### config.mk
export PLATFORM = sky130hd
export DESIGN_NAME = i2c_target_flags
export DESIGN_NICKNAME = d
export VERILOG_FILES = /design/src/rtl/i2c_tgt_pkg.sv /design/src/rtl/i2c_tgt_sync.sv /design/src/rtl/i2c_tgt_engine.sv /design/src/rtl/i2c_tgt_regs.sv /design/src/rtl/i2c_target_flags.sv
export SDC_FILE = /design/constraint.sdc
export NUM_CORES = 1
export LEC_CHECK = 0
export BUFFER_PORTS_ARGS = -buffer_cell sky130_fd_sc_hd__buf_2
export CAP_MARGIN = 20
export CORE_MARGIN = 2
export CORE_UTILIZATION = 61
export DETAILED_ROUTE_END_ITERATION = 12
export PLACE_DENSITY = 0.84
export SYNTH_ARGS = -nofsm -noshare
export SYNTH_HDL_FRONTEND = slang
export SYNTH_SLANG_ARGS = --single-unit
### constraint.sdc
create_clock -name clk -period 4.9 [get_ports clk]
set_clock_uncertainty 0.15 [all_clocks]
set_input_delay 0.49 -clock clk [delete_from_list [all_inputs] [get_ports clk]]
set_output_delay 0.49 -clock clk [all_outputs]
set_load 0.05 [all_outputs]
### src/rtl/i2c_tgt_pkg.sv
package i2c_tgt_pkg;

    localparam int DATA_W = 8;
    localparam int ADDR_W = DATA_W - 1;
    localparam int CNT_W  = $clog2(DATA_W + 1);

    typedef enum logic [2:0] {
        PH_IDLE,
        PH_ADDR,
        PH_AACK,
        PH_RX,
        PH_RACK,
        PH_TX,
        PH_TACK,
        PH_WAIT
    } phase_e;

    typedef struct packed {
        logic scl_rise;
        logic scl_fall;
        logic start;
        logic stop;
        logic sda_lvl;
    } bus_ev_t;

    function automatic logic addr_match(input logic [DATA_W-1:0] abyte,
                                        input logic [ADDR_W-1:0] own);
        return abyte[DATA_W-1:1] == own;
    endfunction

endpackage

### src/rtl/i2c_tgt_sync.sv
module i2c_tgt_sync
    import i2c_tgt_pkg::*;
#(
    parameter int STAGES = 2
) (
    input  logic    clk,
    input  logic    rst,
    input  logic    scl_pin,
    input  logic    sda_pin,
    output bus_ev_t ev,
    output logic    scl_lvl
);
    localparam int LINES = 2;

    logic [LINES-1:0] pins;
    logic [LINES-1:0] lvl;
    logic [LINES-1:0] prev;

    assign pins = {sda_pin, scl_pin};

    for (genvar g = 0; g < LINES; g++) begin : g_line
        logic [STAGES-1:0] chain;
        always_ff @(posedge clk) begin
            if (rst) chain <= '1;
            else     chain <= {chain[STAGES-2:0], pins[g]};
        end
        assign lvl[g] = chain[STAGES-1];
    end

    always_ff @(posedge clk) begin
        if (rst) prev <= '1;
        else     prev <= lvl;
    end

    always_comb begin
        ev.scl_rise = lvl[0] & ~prev[0];
        ev.scl_fall = ~lvl[0] & prev[0];
        ev.start    = lvl[0] & prev[0] & prev[1] & ~lvl[1];
        ev.stop     = lvl[0] & prev[0] & ~prev[1] & lvl[1];
        ev.sda_lvl  = lvl[1];
    end

    assign scl_lvl = lvl[0];

endmodule

### src/rtl/i2c_tgt_engine.sv
module i2c_tgt_engine
    import i2c_tgt_pkg::*;
(
    input  logic              clk,
    input  logic              rst,
    input  bus_ev_t           ev,
    input  logic [ADDR_W-1:0] own_addr,
    input  logic [DATA_W-1:0] thr,
    output logic              sda_oe,
    output logic              hit_p,
    output logic              hit_rw,
    output logic              miss_p,
    output logic              stop_p,
    output logic              rx_p,
    output logic [DATA_W-1:0] rx_byte,
    output logic              load_p,
    output logic              acked_p
);
    phase_e            phase;
    logic [DATA_W-1:0] shreg;
    logic [CNT_W-1:0]  cnt;
    logic              full;
    logic              mack;
    logic              is_read;

    assign rx_byte = shreg;
    assign hit_rw  = is_read;

    always_ff @(posedge clk) begin
        if (rst) begin
            phase   <= PH_IDLE;
            shreg   <= '0;
            cnt     <= '0;
            full    <= 1'b0;
            mack    <= 1'b0;
            is_read <= 1'b0;
            sda_oe  <= 1'b0;
            hit_p   <= 1'b0;
            miss_p  <= 1'b0;
            stop_p  <= 1'b0;
            rx_p    <= 1'b0;
            load_p  <= 1'b0;
            acked_p <= 1'b0;
        end else begin
            hit_p   <= 1'b0;
            miss_p  <= 1'b0;
            stop_p  <= 1'b0;
            rx_p    <= 1'b0;
            load_p  <= 1'b0;
            acked_p <= 1'b0;
            if (ev.stop) begin
                phase  <= PH_IDLE;
                sda_oe <= 1'b0;
                full   <= 1'b0;
                stop_p <= 1'b1;
            end else if (ev.start) begin
                phase  <= PH_ADDR;
                sda_oe <= 1'b0;
                cnt    <= '0;
                full   <= 1'b0;
            end else begin
                unique case (phase)
                    PH_ADDR, PH_RX: begin
                        if (ev.scl_rise && !full) begin
                            shreg <= {shreg[DATA_W-2:0], ev.sda_lvl};
                            cnt   <= cnt + 1'b1;
                            if (cnt == CNT_W'(DATA_W - 1)) full <= 1'b1;
                        end else if (ev.scl_fall && full) begin
                            full <= 1'b0;
                            cnt  <= '0;
                            if (phase == PH_RX) begin
                                rx_p   <= 1'b1;
                                sda_oe <= 1'b1;
                                phase  <= PH_RACK;
                            end else if (addr_match(shreg, own_addr)) begin
                                sda_oe  <= 1'b1;
                                hit_p   <= 1'b1;
                                is_read <= shreg[0];
                                phase   <= PH_AACK;
                            end else begin
                                miss_p <= 1'b1;
                                phase  <= PH_WAIT;
                            end
                        end
                    end
                    PH_AACK: begin
                        if (ev.scl_fall) begin
                            cnt <= '0;
                            if (is_read) begin
                                shreg  <= thr;
                                load_p <= 1'b1;
                                sda_oe <= ~thr[DATA_W-1];
                                phase  <= PH_TX;
                            end else begin
                                sda_oe <= 1'b0;
                                phase  <= PH_RX;
                            end
                        end
                    end
                    PH_RACK: begin
                        if (ev.scl_fall) begin
                            sda_oe <= 1'b0;
                            phase  <= PH_RX;
                        end
                    end
                    PH_TX: begin
                        if (ev.scl_fall) begin
                            if (cnt == CNT_W'(DATA_W - 1)) begin
                                sda_oe <= 1'b0;
                                cnt    <= '0;
                                full   <= 1'b0;
                                phase  <= PH_TACK;
                            end else begin
                                sda_oe <= ~shreg[DATA_W-2];
                                shreg  <= {shreg[DATA_W-2:0], 1'b0};
                                cnt    <= cnt + 1'b1;
                            end
                        end
                    end
                    PH_TACK: begin
                        if (ev.scl_rise && !full) begin
                            mack    <= ~ev.sda_lvl;
                            acked_p <= 1'b1;
                            full    <= 1'b1;
                        end else if (ev.scl_fall && full) begin
                            full <= 1'b0;
                            if (mack) begin
                                shreg  <= thr;
                                load_p <= 1'b1;
                                sda_oe <= ~thr[DATA_W-1];
                                phase  <= PH_TX;
                            end else begin
                                phase <= PH_WAIT;
                            end
                        end
                    end
                    default: ;
                endcase
            end
        end
    end

endmodule

### src/rtl/i2c_tgt_regs.sv
module i2c_tgt_regs
    import i2c_tgt_pkg::*;
(
    input  logic              clk,
    input  logic              rst,
    input  logic              hit_p,
    input  logic              hit_rw,
    input  logic              miss_p,
    input  logic              stop_p,
    input  logic              rx_p,
    input  logic [DATA_W-1:0] rx_byte,
    input  logic              load_p,
    input  logic              acked_p,
    input  logic              tx_wr,
    input  logic [DATA_W-1:0] tx_data,
    input  logic              rx_rd,
    output logic [DATA_W-1:0] thr,
    output logic [DATA_W-1:0] rhr,
    output logic              acc,
    output logic              dir,
    output logic              eoa,
    output logic              txrdy,
    output logic              rxrdy
);
    always_ff @(posedge clk) begin
        if (rst) begin
            thr   <= '0;
            rhr   <= '0;
            acc   <= 1'b0;
            dir   <= 1'b0;
            eoa   <= 1'b0;
            txrdy <= 1'b1;
            rxrdy <= 1'b0;
        end else begin
            if (tx_wr) thr <= tx_data;

            if (rx_p) begin
                rhr   <= rx_byte;
                rxrdy <= 1'b1;
            end else if (rx_rd) begin
                rxrdy <= 1'b0;
            end

            if (load_p)       txrdy <= 1'b0;
            else if (acked_p) txrdy <= 1'b1;

            if (hit_p) begin
                acc <= 1'b1;
                dir <= hit_rw;
                eoa <= 1'b0;
            end else if (miss_p || stop_p) begin
                acc <= 1'b0;
                if (acc) eoa <= 1'b1;
            end
        end
    end

endmodule

### src/rtl/i2c_target_flags.sv
module i2c_target_flags
    import i2c_tgt_pkg::*;
#(
    parameter int SYNC_STAGES = 2
) (
    input  logic              clk,
    input  logic              rst,
    input  logic              scl_i,
    input  logic              sda_i,
    output logic              sda_drive_low,
    input  logic [ADDR_W-1:0] own_addr,
    input  logic              tx_wr,
    input  logic [DATA_W-1:0] tx_data,
    input  logic              rx_rd,
    output logic [DATA_W-1:0] rx_data,
    output logic              slv_acc,
    output logic              slv_dir,
    output logic              acc_end,
    output logic              tx_ready,
    output logic              rx_ready
);
    bus_ev_t           bus_ev;
    logic              scl_lvl;
    logic [DATA_W-1:0] thr;
    logic [DATA_W-1:0] rx_byte;
    logic              hit_p, hit_rw, miss_p, stop_p, rx_p, load_p, acked_p;

    i2c_tgt_sync #(.STAGES(SYNC_STAGES)) u_sync (
        .clk     (clk),
        .rst     (rst),
        .scl_pin (scl_i),
        .sda_pin (sda_i),
        .ev      (bus_ev),
        .scl_lvl (scl_lvl)
    );

    i2c_tgt_engine u_engine (
        .clk      (clk),
        .rst      (rst),
        .ev       (bus_ev),
        .own_addr (own_addr),
        .thr      (thr),
        .sda_oe   (sda_drive_low),
        .hit_p    (hit_p),
        .hit_rw   (hit_rw),
        .miss_p   (miss_p),
        .stop_p   (stop_p),
        .rx_p     (rx_p),
        .rx_byte  (rx_byte),
        .load_p   (load_p),
        .acked_p  (acked_p)
    );

    i2c_tgt_regs u_regs (
        .clk     (clk),
        .rst     (rst),
        .hit_p   (hit_p),
        .hit_rw  (hit_rw),
        .miss_p  (miss_p),
        .stop_p  (stop_p),
        .rx_p    (rx_p),
        .rx_byte (rx_byte),
        .load_p  (load_p),
        .acked_p (acked_p),
        .tx_wr   (tx_wr),
        .tx_data (tx_data),
        .rx_rd   (rx_rd),
        .thr     (thr),
        .rhr     (rx_data),
        .acc     (slv_acc),
        .dir     (slv_dir),
        .eoa     (acc_end),
        .txrdy   (tx_ready),
        .rxrdy   (rx_ready)
    );

endmodule

==> run_results.csv, run 1 <==
group,metric,value,unit
status,outcome,"completed",
worst_hold_path,min_path_type,"primary input to flop",
logic_synthesis,synth_async_sr_flop_share,0,
global_routing,first_global_vias,1874,
power,cell_pwr_density,276,nW/µm²
logic_synthesis,number_of_flops_mapped_to_enable_cells_by_yosys,0,
layout,layout.filler_cells,322,
job,max_cap_violations,0,
placed_design,numPortBuffers,34,
layout,syn_to_final_growth,9.54,%
clock_network,postCtsHoldBufs,0,
layout,antenna-diode-count,0,
logic_synthesis,synthesis.area,2450,µm²
worst_setup_path,rr_worst_depth,5,
clock_network,clkLatencyLatePin,310,ps
layout,sequential_cell_area,1040,µm²
clock_network,cts.repair.resized,0,
logic_synthesis,synth_cell_types,51,
floorplanning,initial_core_util,0.622,
clock_network,max-clock-path-buffers,2,
layout,drive_above_1_share,0.178,
clock_network,cts_tree,"done",
power,totalPowerFinal,0.000741,W
worst_setup_path,worst-endpoint-arrival,2670,ps
worst_setup_path,rr_endpoint,"u_engine.rx_byte[5]",
worst_setup_path,critical_path.startpoint_type,"flop",
logic_synthesis,syn_avg_cell_area,8.58,µm²
worst_setup_path,crit_type,"flop to flop",
layout,layout_common_cells,"52 x dfxtp_1, 38 x nor2_1, 34 x buf_2",
drt,via_per_inst,5.91,
drt,vias,2120,
logic_synthesis,postSynthCellCount,286,
floorplanning,die_width,67.4,µm
floorplanning,rows,23,
floorplanning,die_h,67.4,µm
drt,drt-pass1-iter-count,6,
sta,worstMarginPinSlew,726,ps
sta,fmax,385,MHz
global_routing,antenna_found_initial,0,
worst_setup_path,slowest_delay,700,ps
clock_network,cts-htree-levels,2,
logic_synthesis,postSynthRegisterBits,52,
floorplanning,pin_count,35,
global_routing,grt_start_max_net_pins,43,
logic_synthesis,synth_fp_nets,308,
layout,mostFrequentLayoutCell,"dfxtp_1",
drt,detail-route-antenna-nets,0,
placed_design,gp_congestion,0.948,
worst_setup_path,crit_end,"u_engine.rx_byte[5]",
sta,period_share,0.531,
layout,area_of_combinational_cells_with_multiple_inputs,1300,µm²
worst_setup_path,worstSetupStartpoint,"u_engine.phase[1]",
worst_setup_path,crit_fanout,19,
floorplanning,core-area,3940,µm²
worst_setup_path,regToRegSetupSlack,2300,ps
worst_setup_path,cp_cell_sequence,"nand2b_1 -> a211o_1 -> a211oi_4 -> nor2_1 -> a311oi_1",
sta,timing.final.setup_violations,0,
sta,slew-limit-headroom,0.512,
global_routing,track_usage,0.253,
layout,finalNetCount,330,
global_routing,grt_overflow,0,
worst_setup_path,r2r_start,"u_engine.phase[1]",
drt,drt-wirelength-per-cell,14.4,µm
worst_setup_path,endpoint_class_of_the_critical_path,"flop",
sta,rsz0062_at_grt,"false",
clock_network,tritoncts.num_buffers,5,
clock_network,cts_root_buffer,"clkbuf_8",
logic_synthesis,synth_seq_area_share,0.424,
sta,totalNegativeSetupSlack,0,ps
sta,hold_viol_final,0,
placed_design,place.detailed.hpwl,3.75,mm
global_routing,grt_first_pass_wirelength,8.60,mm
sta,final.min_clock_period,2600,ps
floorplanning,dieArea,4550,µm²
sta,final-max-slew-violation-count,0,
drt,totalWireLength,5.16,mm
clock_network,clk_pin_slew_worst_paths,100,ps
drt,drc,0,
clock_network,numClockSinks,52,
logic_synthesis,synth.yosys.warnings,0,
power,power_leakage,1.04,nW
power,vdd_drop_max,0.228,mV
worst_setup_path,cp.required,4970,ps
clock_network,cts_setup_buffers,0,
drt,detailedRoute.firstIterationViolations,122,
worst_setup_path,critical_path.slowest_cell,"dfxtp_1",
logic_synthesis,synth_flop_cell,"dfxtp_1",
worst min-delay path by stage:
stage | start | end | slack, ps | cells after the start
after global placement | u_sync.g_line[1].chain[0] | u_sync.g_line[1].chain[1] | 240 | 1
after CTS | scl_i | u_sync.g_line[0].chain[0] | 210 | 2
after floorplan | u_sync.g_line[0].chain[0] | u_sync.g_line[0].chain[1] | 240 | 1
final | scl_i | u_sync.g_line[0].chain[0] | 210 | 2
after detailed placement | u_sync.g_line[1].chain[0] | u_sync.g_line[1].chain[1] | 240 | 1
after global routing | sda_i | u_sync.g_line[1].chain[0] | 210 | 2
Yosys cell counts (all sizes together), types with 8 or more instances:
master,count,area share
a211oi,8,0.030
nand2b,8,0.021
clkbuf,10,0.015
dfxtp,52,0.42
nor2,39,0.061
buf,9,0.023
mux2i,19,0.078
a21oi,19,0.039
o21ai,13,0.028
nand2,31,0.047
flip-flops by register name, summed over array words and instances, names as in the netlist, 2 cells and up:
name                 count
u_regs.thr               8
u_engine.phase           3
u_engine.rx_byte         8
u_regs.rhr               8
u_sync.g_line.chain      4
u_engine.cnt             4
u_sync.prev              2
stage by stage:
step	hold WS, ps	cells	setup slack [ps]	utilization	cell area (µm²)
detailed placement	244	351	2340	0.657	2590
CTS	210	359	2300	0.682	2690
floorplan	239	286	3060	-	2450
global placement	241	351	2440	0.657	2590
finish	212	359	2300	0.682	2690
global route	209	359	1980	0.682	2690
critical path: cells and delay by family (launching register included):
family           cells  cell delay (ps)
AND/OR/NAND/NOR      2              470
AO/OA/AOI/OAI        3             1190
flip-flops           1              700
per-layer routing:
metal / GRT usage / routed length (µm)
met5: 0 / 0
met4: 0.115 / 135
met3: 0.0400 / 341
met2: 0.394 / 2310
met1: 0.345 / 2380
logic make-up after synthesis:
family	Yosys count	synth area share
xor gates and xnor gates	8	0.0286
muxes	19	0.0775
adders and majority gates	1	0.00510
AOI/OAI and AO/OA	62	0.172
and+or+nand+nor	120	0.246
buffers and inverters	24	0.0464
DFF	52	0.424
where the power goes:
part	switching (W)	total (W)	internal, W
sequential	0.00000994	0.000439	0.000430
combinational	0.0000267	0.0000475	0.0000208
clock	0.000149	0.000254	0.000105
final cells by class:
cell class / instances / share of cell area
clock inverters: 3 / 0.0102
flip-flops and latches: 52 / 0.387
clock buffers: 5 / 0.0256
repair buffers: 34 / 0.0633
multi-input cells: 210 / 0.483
well taps: 50 / 0.0233
inverters: 5 / 0.00698
Power figures use the tool's default switching activity.
==> run 2: changes to the inputs <==
CORE_UTILIZATION = 56   (was 61)
PLACE_DENSITY = 0.78   (was 0.84)
clock period = 2.6 ns   (was 4.9 ns; I/O delays follow)
==> run 2 against run 1 <==
Global-route usage decreased by 1.7 points. Critical path type unchanged. Maximum frequency is 19% higher. Sequential share of layout area down 1.1 points. Routed wire length up 5.3%. Final cell count grew 3.3%.
==> run_results.csv, run 2 (synthesized netlist as in run 1, its figures left out) <==
group,metric,value,unit
drt,detail-route-antenna-nets,0,
clock_network,cts-htree-levels,2,
worst_setup_path,regToRegSetupSlack,410,ps
clock_network,tritoncts.num_buffers,5,
floorplanning,die_width,70.2,µm
global_routing,first_global_vias,2009,
floorplanning,core-area,4290,µm²
sta,timing.final.setup_violations,0,
placed_design,place.detailed.hpwl,3.89,mm
clock_network,cts_setup_buffers,0,
drt,vias,2144,
drt,via_per_inst,5.78,
placed_design,gp_congestion,0.904,
global_routing,grt_start_max_net_pins,42,
clock_network,cts_tree,"done",
layout,mostFrequentLayoutCell,"dfxtp_1",
worst_setup_path,worst-endpoint-arrival,2260,ps
floorplanning,die_h,70.2,µm
global_routing,grt_overflow,0,
layout,layout_common_cells,"52 x dfxtp_1, 38 x nor2_1, 34 x buf_2",
worst_setup_path,crit_fanout,19,
global_routing,antenna_found_initial,0,
drt,drc,0,
layout,finalNetCount,340,
layout,syn_to_final_growth,12.6,%
sta,final-max-slew-violation-count,0,
worst_hold_path,min_path_type,"primary input to flop",
clock_network,max-clock-path-buffers,2,
power,cell_pwr_density,500,nW/µm²
drt,drt-pass1-iter-count,4,
floorplanning,initial_core_util,0.571,
job,max_cap_violations,0,
status,outcome,"completed",
layout,antenna-diode-count,0,
sta,period_share,0.844,
worst_setup_path,cp.required,2670,ps
sta,final.setup.worst_slack,406,ps
placed_design,place_area,2650,µm²
clock_network,clk_pin_slew_worst_paths,90,ps
drt,totalWireLength,5.44,mm
placed_design,dpl_worst_slack,501,ps
layout,drive_above_1_share,0.194,
worst_setup_path,crit_type,"flop to flop",
global_routing,track_usage,0.235,
worst_setup_path,endpoint_class_of_the_critical_path,"flop",
drt,detailedRoute.firstIterationViolations,98,
clock_network,cts_root_buffer,"clkbuf_8",
sta,slew-limit-headroom,0.586,
layout,design_area_final,2760,µm²
sta,rsz0062_at_grt,"false",
floorplanning,rows,24,
layout,final_cell_count_no_fill,371,
sta,hold_viol_final,0,
clock_network,clkLatencyLatePin,300,ps
floorplanning,dieArea,4930,µm²
placed_design,numPlacedInstances,361,
worst_setup_path,critical_path.startpoint_type,"flop",
sta,whs,35.2,ps
floorplanning,pin_count,35,
sta,totalNegativeSetupSlack,0,ps
placed_design,numPortBuffers,34,
power,power_leakage,1.08,nW
clock_network,numClockSinks,52,
global_routing,grt_first_pass_wirelength,9.35,mm
sta,worstMarginPinSlew,620,ps
power,vdd_drop_max,0.345,mV
sta,fmax,456,MHz
sta,final.min_clock_period,2190,ps
drt,drt-wirelength-per-cell,14.7,µm
==> run 2: changes by cell type in the layout (fill, tap and decap cells not counted) <==
cell / change
inv_8: -1
clkbuf_1: +1
buf_4: +8
dlygate4sd3_1: +2
==> run 2: timing repair <==
| action | in CTS | in global routing |
|---|---|---|
| endpoints found under the hold margin | 2 | 0 |
| hold buffers | 2 | 0 |
| gates resized for setup | 0 | 0 |
==> run 2: layout make-up <==
type | instances | area, µm²
multi-input cells | 210 | 1300
clock buffers | 6 | 72.6
inverters | 5 | 18.8
clock inverters | 2 | 16.3
flip-flops and latches | 52 | 1040
well taps | 52 | 65.1
repair buffers | 44 | 250
fillers | 370 | 1530
==> run 2: critical path: stages (launching register included) <==
cell and delay (ps):
dfxtp_1 730, nand2b_1 150, a211o_1 310, a211oi_4 220, buf_4 240, nor2_2 60, a311oi_2 230
==> run 2: report_power, final <==
| group | switching [W] | internal [W] | leakage (nW) |
|---|---|---|---|
| Sequential | 0.0000158 | 0.000809 | 0.422 |
| Combinational | 0.0000545 | 0.0000456 | 0.616 |
| Clock | 0.000264 | 0.000192 | 0.0414 |
| Total | 0.000334 | 0.00105 | 1.08 |
==> run 2: worst paths after layout <==
kind                                           startpoint                        end  depth (start not counted)
worst max-delay path                    u_engine.phase[1]        u_engine.rx_byte[7]                          6
worst min-delay path                           tx_data[1]              u_regs.thr[1]                          3
worst max register to register          u_engine.phase[1]        u_engine.rx_byte[7]                          6
worst min register to register  u_sync.g_line[1].chain[0]  u_sync.g_line[1].chain[1]                          1
==> run 2: metrics by stage <==
step | total power [W] | utilization
finish | 0.00138 | 0.643
global route | 0.00144 | 0.643
CTS | 0.00139 | 0.643
detailed placement | 0.000941 | 0.618
global placement | 0.000939 | 0.618
floorplan | 0.000905 | -
==> run 2: per-layer routing <==
metal / up-vias / GRT usage / wire length [µm]
met5: - / 0 / 0
met4: 0 / 0.0620 / 72
met3: 10 / 0.0476 / 198
met2: 62 / 0.397 / 2570
met1: 1003 / 0.308 / 2600
li1: 1069 / - / -
